--- config.mk ---
export PLATFORM = sky130hd
export DESIGN_NAME = assoc_tag_dir
export DESIGN_NICKNAME = d
export VERILOG_FILES = /design/src/rtl/assoc_tag_dir.sv
export SDC_FILE = /design/constraint.sdc
export NUM_CORES = 1
export LEC_CHECK = 0
export BUFFER_PORTS_ARGS = -buffer_cell sky130_fd_sc_hd__clkbuf_2
export CAP_MARGIN = 25
export CORE_UTILIZATION = 62
export CTS_CLUSTER_SIZE = 40
export DETAILED_ROUTE_END_ITERATION = 8
export PLACE_DENSITY = 0.81
export REMOVE_ABC_BUFFERS = 1
export SETUP_SLACK_MARGIN = 0.15
export SLEW_MARGIN = 20
export SYNTH_ARGS = -nofsm -noshare
export SYNTH_HDL_FRONTEND = slang
export SYNTH_SLANG_ARGS = --single-unit
--- constraint.sdc ---
create_clock -name clk -period 6.4 [get_ports clk]
set_input_delay 0.32 -clock clk [delete_from_list [all_inputs] [get_ports clk]]
set_output_delay 0.32 -clock clk [all_outputs]
set_load 0.01 [all_outputs]
--- src/rtl/assoc_tag_dir.sv ---
module assoc_tag_dir #(
  parameter int LINES = 4,
  parameter int TAG_W = 8,
  parameter int CNT_W = 4,
  localparam int IDX_W = (LINES > 1) ? $clog2(LINES) : 1
) (
  input  logic             clk,
  input  logic             rst_n,
  input  logic             req_valid,
  input  logic             req_write,
  input  logic [TAG_W-1:0] req_tag,
  input  logic [1:0]       policy,
  input  logic             inval_valid,
  input  logic [IDX_W-1:0] inval_idx,
  input  logic             flush,
  output logic             hit,
  output logic [IDX_W-1:0] hit_idx,
  output logic [IDX_W-1:0] vic_idx,
  output logic             vic_wb,
  output logic [TAG_W-1:0] vic_tag
);

  localparam logic [CNT_W-1:0] CMAX = '1;
  localparam logic [IDX_W-1:0] LAST = IDX_W'(LINES - 1);

  logic [LINES-1:0] valid, dirty, match;
  logic [TAG_W-1:0] tags  [LINES];
  logic [CNT_W-1:0] recent[LINES];
  logic [CNT_W-1:0] age   [LINES];
  logic [CNT_W-1:0] uses  [LINES];
  logic [IDX_W-1:0] rnd;
  logic [IDX_W-1:0] free_idx, old_idx, fifo_idx, rare_idx;

  function automatic logic [CNT_W-1:0] bump(input logic [CNT_W-1:0] c);
    return (c == CMAX) ? c : c + 1'b1;
  endfunction

  always_comb begin
    hit_idx = '0;
    for (int i = 0; i < LINES; i++) begin
      match[i] = valid[i] && (tags[i] == req_tag);
      if (match[i]) hit_idx = i[IDX_W-1:0];
    end
  end
  assign hit = req_valid && (|match);

  always_comb begin
    free_idx = '0;
    for (int i = LINES - 1; i >= 0; i--)
      if (!valid[i]) free_idx = i[IDX_W-1:0];
    old_idx  = '0;
    fifo_idx = '0;
    rare_idx = '0;
    for (int i = 1; i < LINES; i++) begin
      if (recent[i] > recent[old_idx]) old_idx  = i[IDX_W-1:0];
      if (age[i]    > age[fifo_idx])   fifo_idx = i[IDX_W-1:0];
      if (uses[i]   < uses[rare_idx])  rare_idx = i[IDX_W-1:0];
    end
    if (!(&valid)) vic_idx = free_idx;
    else begin
      case (policy)
        2'd0:    vic_idx = old_idx;
        2'd1:    vic_idx = fifo_idx;
        2'd2:    vic_idx = rare_idx;
        default: vic_idx = rnd;
      endcase
    end
  end

  assign vic_wb  = valid[vic_idx] && dirty[vic_idx];
  assign vic_tag = tags[vic_idx];

  always_ff @(posedge clk or negedge rst_n) begin
    if (!rst_n) begin
      valid <= '0;
      dirty <= '0;
      rnd   <= '0;
      for (int i = 0; i < LINES; i++) begin
        tags[i]   <= '0;
        recent[i] <= '0;
        age[i]    <= '0;
        uses[i]   <= '0;
      end
    end else begin
      rnd <= (rnd == LAST) ? '0 : rnd + 1'b1;
      if (flush) valid <= '0;
      else begin
        if (req_valid) begin
          for (int i = 0; i < LINES; i++) recent[i] <= bump(recent[i]);
          if (hit) begin
            recent[hit_idx] <= '0;
            uses[hit_idx]   <= bump(uses[hit_idx]);
            if (req_write) dirty[hit_idx] <= 1'b1;
          end else begin
            for (int i = 0; i < LINES; i++) age[i] <= bump(age[i]);
            tags[vic_idx]   <= req_tag;
            valid[vic_idx]  <= 1'b1;
            dirty[vic_idx]  <= 1'b0;
            recent[vic_idx] <= '0;
            age[vic_idx]    <= '0;
            uses[vic_idx]   <= '0;
          end
        end
        if (inval_valid) valid[inval_idx] <= 1'b0;
      end
    end
  end

  AST_SINGLE_MATCH: assert property (@(posedge clk) disable iff (!rst_n)
    $onehot0(match));

  AST_FREE_FIRST: assert property (@(posedge clk) disable iff (!rst_n)
    !(&valid) |-> !valid[vic_idx]);

  AST_FILL_VALID: assert property (@(posedge clk) disable iff (!rst_n)
    (req_valid && !hit && !flush && !inval_valid) |=>
      (valid[$past(vic_idx)] && !dirty[$past(vic_idx)]));

  AST_WB_WHEN_FULL: assert property (@(posedge clk) disable iff (!rst_n)
    vic_wb |-> (&valid));

  AST_INVAL_CLEARS: assert property (@(posedge clk) disable iff (!rst_n)
    (inval_valid && !flush) |=> !valid[$past(inval_idx)]);

  AST_FLUSH_EMPTY: assert property (@(posedge clk) disable iff (!rst_n)
    flush |=> (valid == '0));

endmodule

# ---- After elaboration in Yosys (flattened, before gate mapping)
# Cells that the tools add are included.
dict set report totals {
  regBits 90
}
dict set report classes {
  reduce_logical 17
  n_mux 79
  n_bitwise 22
  n_addsub 10
  eq_ne 17
  magnitude_cmp 25
}
# cell n
set op_table {}
lappend op_table {{4-bit 2-to-1 mux} 32}
lappend op_table {{16-bit bitwise AND} 4}
lappend op_table {{4-bit binary-select mux with 2-bit select} 7}
lappend op_table {{4-bit by 1-bit adder with 4-bit output (second input constant)} 9}
lappend op_table {{4-bit equality test (second input constant)} 9}
lappend op_table {{32-bit bitwise mux} 1}
lappend op_table {{8-bit equality test} 4}
lappend op_table {{16-bit 2-to-1 mux} 2}
lappend op_table {{16-bit inverter} 2}
lappend op_table {{2-bit 2-to-1 mux} 14}
lappend op_table {{3-bit greater-or-equal comparator (second input constant)} 8}
lappend op_table {{4-bit greater-than comparator} 6}
lappend op_table {{8-bit 2-to-1 mux} 3}
lappend op_table {{2-bit inverter with 3-bit output} 8}
lappend op_table {{8-bit binary-select mux with 2-bit select} 1}
lappend op_table {{16-bit bitwise mux} 1}
lappend op_table {{4-bit demux with 2-bit select} 2}
lappend op_table {{8-bit demux with 2-bit select} 1}
lappend op_table {{4-bit < comparator} 3}
lappend op_table {{1-bit logical AND} 11}
lappend op_table {{2-bit by 3-bit < comparator with 1-bit output (second input constant)} 3}
lappend op_table {{1-bit 2-to-1 mux} 9}
lappend op_table {{4-bit bitwise AND} 2}
lappend op_table {{4-bit inverter} 2}
lappend op_table {{16 further kinds} 26}

# ---- Depth between registers and ports, before layout
dict set report depth {
  word_depth 27
  depth_mapped 23
}

# ---- Worst setup path after synthesis
# OpenSTA, ideal clock, no wires.
dict set report synth_timing {
  path_type {register to output}
  startpoint {reg age[9] in the netlist's numbering}
  endpoint {out vic_tag[6]}
  stages_incl_launch_ff 23
  setup_slack_ps 1627
  n_path_buf 1
  arrival_time_ps 4453
  cell_sequence {dfrtp_1 -> ha_1 -> nor2b_1 -> o21ai_0 -> a21oi_1 -> mux2_2 -> ha_1 -> nand4_1 -> o21ai_0 -> a21o_1 -> nand2_1 -> o21ai_0 -> ha_1 -> nor2b_1 -> o211ai_1 -> a21oi_1 -> a21oi_1 -> o32a_2 -> a31oi_1 -> o21a_1 -> buf_4 -> a21oi_1 -> a22oi_1}
}
dict set report synth_between {
  elab_chain_len 20
}
# element line
set synth_rtl {}
lappend synth_rtl {{start: declaration} 29} ;# logic [CNT_W-1:0] age [LINES];
lappend synth_rtl {{start signal: indexed assignment} 81} ;# age[i] <= '0;
lappend synth_rtl {{start signal: indexed assignment} 100} ;# age[vic_idx] <= '0;
lappend synth_rtl {{4-bit greater-than comparator} 56} ;# if (age[i] > age[fifo_idx]) fifo_idx = i[IDX_W-1:0];
lappend synth_rtl {{1-bit 2-to-1 mux} 56}
lappend synth_rtl {{2-bit inverter with 3-bit output (not written as such)} 56}
lappend synth_rtl {{4-bit binary-select mux with 2-bit select} 56}
lappend synth_rtl {{4-bit 2-to-1 mux (not written as such) (2 in a row)} 56}
lappend synth_rtl {{4-bit greater-than comparator} 56}
lappend synth_rtl {{2-bit 2-to-1 mux} 56}
lappend synth_rtl {{2-bit inverter with 3-bit output (not written as such)} 56}
lappend synth_rtl {{[3 not listed]} --}
lappend synth_rtl {{4-bit greater-than comparator} 56}
lappend synth_rtl {{2-bit 2-to-1 mux (*)} 56}
lappend synth_rtl {{2-bit case mux with 3 select lines (*)} 61} ;# case (policy)
lappend synth_rtl {{2-bit 2-to-1 mux (*)} 59} ;# if (!(&valid)) vic_idx = free_idx;
lappend synth_rtl {{named net vic_idx[0]} 18} ;# output logic [IDX_W-1:0] vic_idx,
lappend synth_rtl {{2-bit inverter with 3-bit output (not written as such) (*)} 71} ;# assign vic_tag = tags[vic_idx];
lappend synth_rtl {{8-bit binary-select mux with 2-bit select (*)} 71}
lappend synth_rtl {{8-bit 2-to-1 mux (not written as such) (*) (2 in a row)} 71}
lappend synth_rtl {{end: declaration} 20} ;# output logic [TAG_W-1:0] vic_tag
# Mark *: on every way through the listed nets, which the timed path passes. The rest lies on a longest branch. The select of a mux whose other input is x is not followed.

# ---- Worst setup path in the final report
dict set report layout_timing {
  startpoint {reg age[13] in the netlist's numbering}
  endpoint {out vic_tag[5]}
}
dict set report layout_between {
  elab_chain_len 20
}
# element line
set layout_rtl {}
lappend layout_rtl {{4-bit greater-than comparator} 56}
lappend layout_rtl {{1-bit 2-to-1 mux} 56}
lappend layout_rtl {{2-bit inverter with 3-bit output (not written as such)} 56}
lappend layout_rtl {{4-bit binary-select mux with 2-bit select} 56}
lappend layout_rtl {{4-bit 2-to-1 mux (not written as such) (2 in a row)} 56}
lappend layout_rtl {{4-bit greater-than comparator} 56}
lappend layout_rtl {{2-bit 2-to-1 mux} 56}
lappend layout_rtl {{2-bit inverter with 3-bit output (not written as such)} 56}
lappend layout_rtl {{4-bit binary-select mux with 2-bit select} 56}
lappend layout_rtl {{4-bit 2-to-1 mux (not written as such) (2 in a row)} 56}
lappend layout_rtl {{4-bit greater-than comparator} 56}
lappend layout_rtl {{2-bit 2-to-1 mux (*)} 56}
lappend layout_rtl {{2-bit case mux with 3 select lines (*)} 61}
lappend layout_rtl {{2-bit 2-to-1 mux (*)} 59}
lappend layout_rtl {{2-bit inverter with 3-bit output (not written as such) (*)} 71}
lappend layout_rtl {{8-bit binary-select mux with 2-bit select (*)} 71}
lappend layout_rtl {{8-bit 2-to-1 mux (not written as such) (*) (2 in a row)} 71}
# Mark *: on every way between the ends. The rest lies on a longest branch, timed or not. The select of a mux whose other input is x is not followed.

==> results.json <==
{
  "chipHeight_um": 103,
  "drt_drc": 0,
  "final.setup_skew_ns": 0.0145,
  "post-cts-setup-buffers": 0,
  "dp_hpwl_um": 11200,
  "worst-path-max-fanout": 17,
  "nNetsFinal": 753,
  "globalRoute.totalOverflow": 0,
  "routed_wire_length_per_instance_um": 18.3,
  "grt_antenna_before_repair": 0,
  "clkLatencyLatePin_ns": 0.37,
  "placement.cell_area_sq_um": 6510,
  "final.min_clock_period_ns": 5.81,
  "post_layout_nonfiller_instances": 829,
  "cts_sinks": 90,
  "outcome": "finished, final reports clean",
  "syn-mean-instance-area_sq_um": 9.43,
  "vias_in_the_first_global_route": 5009,
  "synth-main-ff-cell": "sky130_fd_sc_hd__dfrtp_1",
  "async_flop_share_pct": 100,
  "port_buffer_cells": 31,
  "seq_area_sq_um": 2250,
  "fillerInstances": 796,
  "clk_pin_slew_worst_paths_ns": 0.09,
  "setup_viol": 0,
  "pwr_density_cell_nw_per_um2": 332,
  "cts_tree": "yes",
  "wire_length_of_the_first_global_routing_pass_um": 24200,
  "final.hold.worst_slack_ns": 0.211,
  "top_level_ports": 32,
  "ys_seq_area_share_pct": 35.8,
  "design.die.area_sq_um": 10500,
  "row_count": 36,
  "multi_input_area_sq_um": 3810,
  "holdCritPathClass": "primary input to flip-flop",
  "finalSetupTns_ns": 0,
  "die-width_um": 103,
  "synth_edf_count": 0,
  "timing.setup.critical_path_class": "flip-flop to output port",
  "rsz0062_at_grt": "no",
  "max_freq_mhz": 172,
  "grt_usage_pct": 29.8,
  "maximum_vdd_drop_uv": 230,
  "start_util_pct": 64.0,
  "routed_wirelength_um": 15100,
  "synth.distinct_cells": 71,
  "floorplan.core_area_sq_um": 9820,
  "routed_via_density": 6.37,
  "leakage_nw": 2.88,
  "drt.antenna.violating_nets": 0,
  "layout_setup_ws_ns": 0.589,
  "antennaDiodeCount": 0,
  "drtPass1Iterations": 5,
  "post-layout-total-power_mw": 2.23,
  "cts_inserted_buffers": 9,
  "synth.cell_area_sq_um": 6280,
  "cts.path.max_buffers": 2,
  "finish.utilization_pct": 68.6,
  "gp_routability_congestion": 0.906,
  "setup.worst_path.end_class": "output port",
  "max-slew-margin-rel_pct": 45.7,
  "final_cell_area_sq_um": 6740,
  "htree_num_levels": 3,
  "ctsRootBufferMaster": "sky130_fd_sc_hd__clkbuf_8",
  "critical_path_launch_point_type": "flip-flop",
  "cap_viol_max_count": 0,
  "areaGrowthSynthToFinish_pct": 7.25,
  "worstPathRequired_ns": 6.08,
  "layout-drive-gt1-share_pct": 14.2,
  "slew_violations": 0,
  "synthesis.instances": 666,
  "worst_ep_arrival_time_ns": 5.49,
  "pre_cts_slack_ns": 0.647,
  "routed-via-count": 5280,
  "worst-slew-pin-transition_ns": 0.807,
  "count_of_synthesis_stage_warnings_from_yosys": 0,
  "fin_crit_sh_pct": 90.8,
  "dp.cells": 811,
  "grt_start_max_net_pins": 61,
  "synth_seq_cells": 90,
  "hold_viol": 0,
  "drt-initial-drc-count": 410
}
-- cells by family after synthesis --
kind of cell | share of synthesized area, %
AND/OR/NAND/NOR | 16.5
AO/OA/AOI/OAI | 19.7
flip-flops | 35.8
multiplexers | 10.3
buffers and inverters | 3.74
adder cells (fa/ha/maj) | 8.76
XOR/XNOR | 5.16
-- what timing repair did --
action,4_1_cts,5_1_grt
hold buffers,1,0
resized for setup,0,3
endpoints found under the hold margin,30,0
endpoints found under the setup margin,0,9
-- worst max-delay path, cell delays in order, from the launching register on --
cell,delay [ns]
sky130_fd_sc_hd__dfrtp_1,0.42
sky130_fd_sc_hd__inv_1,0.07
sky130_fd_sc_hd__ha_1,0.29
sky130_fd_sc_hd__nor2b_1,0.14
sky130_fd_sc_hd__o21ai_0,0.11
sky130_fd_sc_hd__a21oi_2,0.32
sky130_fd_sc_hd__mux2i_1,0.32
sky130_fd_sc_hd__ha_1,0.29
sky130_fd_sc_hd__nor2b_1,0.14
sky130_fd_sc_hd__o21ai_0,0.23
sky130_fd_sc_hd__a21o_1,0.27
sky130_fd_sc_hd__o21ai_0,0.12
sky130_fd_sc_hd__ha_1,0.31
sky130_fd_sc_hd__nor2b_1,0.13
sky130_fd_sc_hd__o211ai_1,0.09
sky130_fd_sc_hd__a21oi_1,0.19
sky130_fd_sc_hd__a21oi_1,0.07
sky130_fd_sc_hd__o32a_2,0.39
sky130_fd_sc_hd__a31oi_1,0.19
sky130_fd_sc_hd__buf_4,0.26
sky130_fd_sc_hd__o21a_4,0.26
sky130_fd_sc_hd__a21oi_1,0.10
sky130_fd_sc_hd__a22oi_1,0.23
sky130_fd_sc_hd__clkbuf_2,0.16
-- routing by layer --
layer  wire length (um)  vias up  track usage, %
met5                  0        -               0
met4                346        0            11.5
met3                774       37            5.15
met2               7140      166            48.2
met1               6870     2578            39.8
li1                   -     2499               -
-- power by group --
group | switching, mW | internal (mW)
Sequential | 0.147 | 0.673
Combinational | 0.555 | 0.454
Clock | 0.212 | 0.194
Total | 0.914 | 1.32
-- worst paths after layout --
| kind | from | end | slack [ns] | depth (start not counted) |
|---|---|---|---|---|
| worst max-delay path | age[13] | vic_tag[5] | 0.59 | 23 |
| worst min-delay path | inval_valid | valid[3] | 0.21 | 2 |
| worst max register to register | recent[13] | tags[15] | 0.59 | 20 |
| worst min register to register | rnd[0] | rnd[0] | 0.47 | 1 |
| max in group asynchronous | rst_n | tags[22] | 4.87 | 3 |
| min in group asynchronous | rst_n | recent[0] | 0.42 | 2 |
-- registers in the layout, indices dropped and copies added, names as in the netlist --
signal	cells
tags	32
age	16
recent	16
uses	16
dirty	4
valid	4
rnd	2
-- final cells by class --
type	instances	area share, %
inverter	31	1.73
clock inverter	5	0.910
tap	133	2.47
clock buffer	11	2.10
multi-input combinational	523	56.5
sequential	90	33.4
timing repair buffer	36	2.88
-- cell usage after synthesis, drive strengths merged (6+ instances only) --
cell    instances  area (sq um)
xnor2          36           315
nand4          14          87.6
a21oi          61           305
o21ai          39           199
ha             44           551
nand2          53           199
o22ai           9          56.3
inv            31           116
nor2b           8          50.1
nor3           20           121
a211oi          8          80.1
clkbuf          6          22.5
a22oi          10          85.1
a31oi          15           109
dfrtp          90          2250
mux2           38           458
nor2           46           198
and3            6          37.5
buf            16          96.3
nand3          21           105
mux2i          19           190
nand2b         15          93.8
-- placed cells by master (no fill, tap or decap), drive strengths merged, types with 6 or more instances in the layout --
| cell type | instances |
|---|---|
| nand2b | 15 |
| xnor2 | 36 |
| nor3 | 20 |
| inv | 32 |
| and3 | 6 |
| dfrtp | 90 |
| a31oi | 15 |
| nand2 | 53 |
| ha | 44 |
| nor2b | 8 |
| a211oi | 8 |
| o22ai | 9 |
| nand4 | 14 |
| nor2 | 46 |
| nand3 | 21 |
| clkbuf | 42 |
| a22oi | 10 |
| mux2i | 19 |
| mux2 | 38 |
| a21oi | 61 |
| o21ai | 39 |
Note: power is estimated with default switching activity, not from simulation.
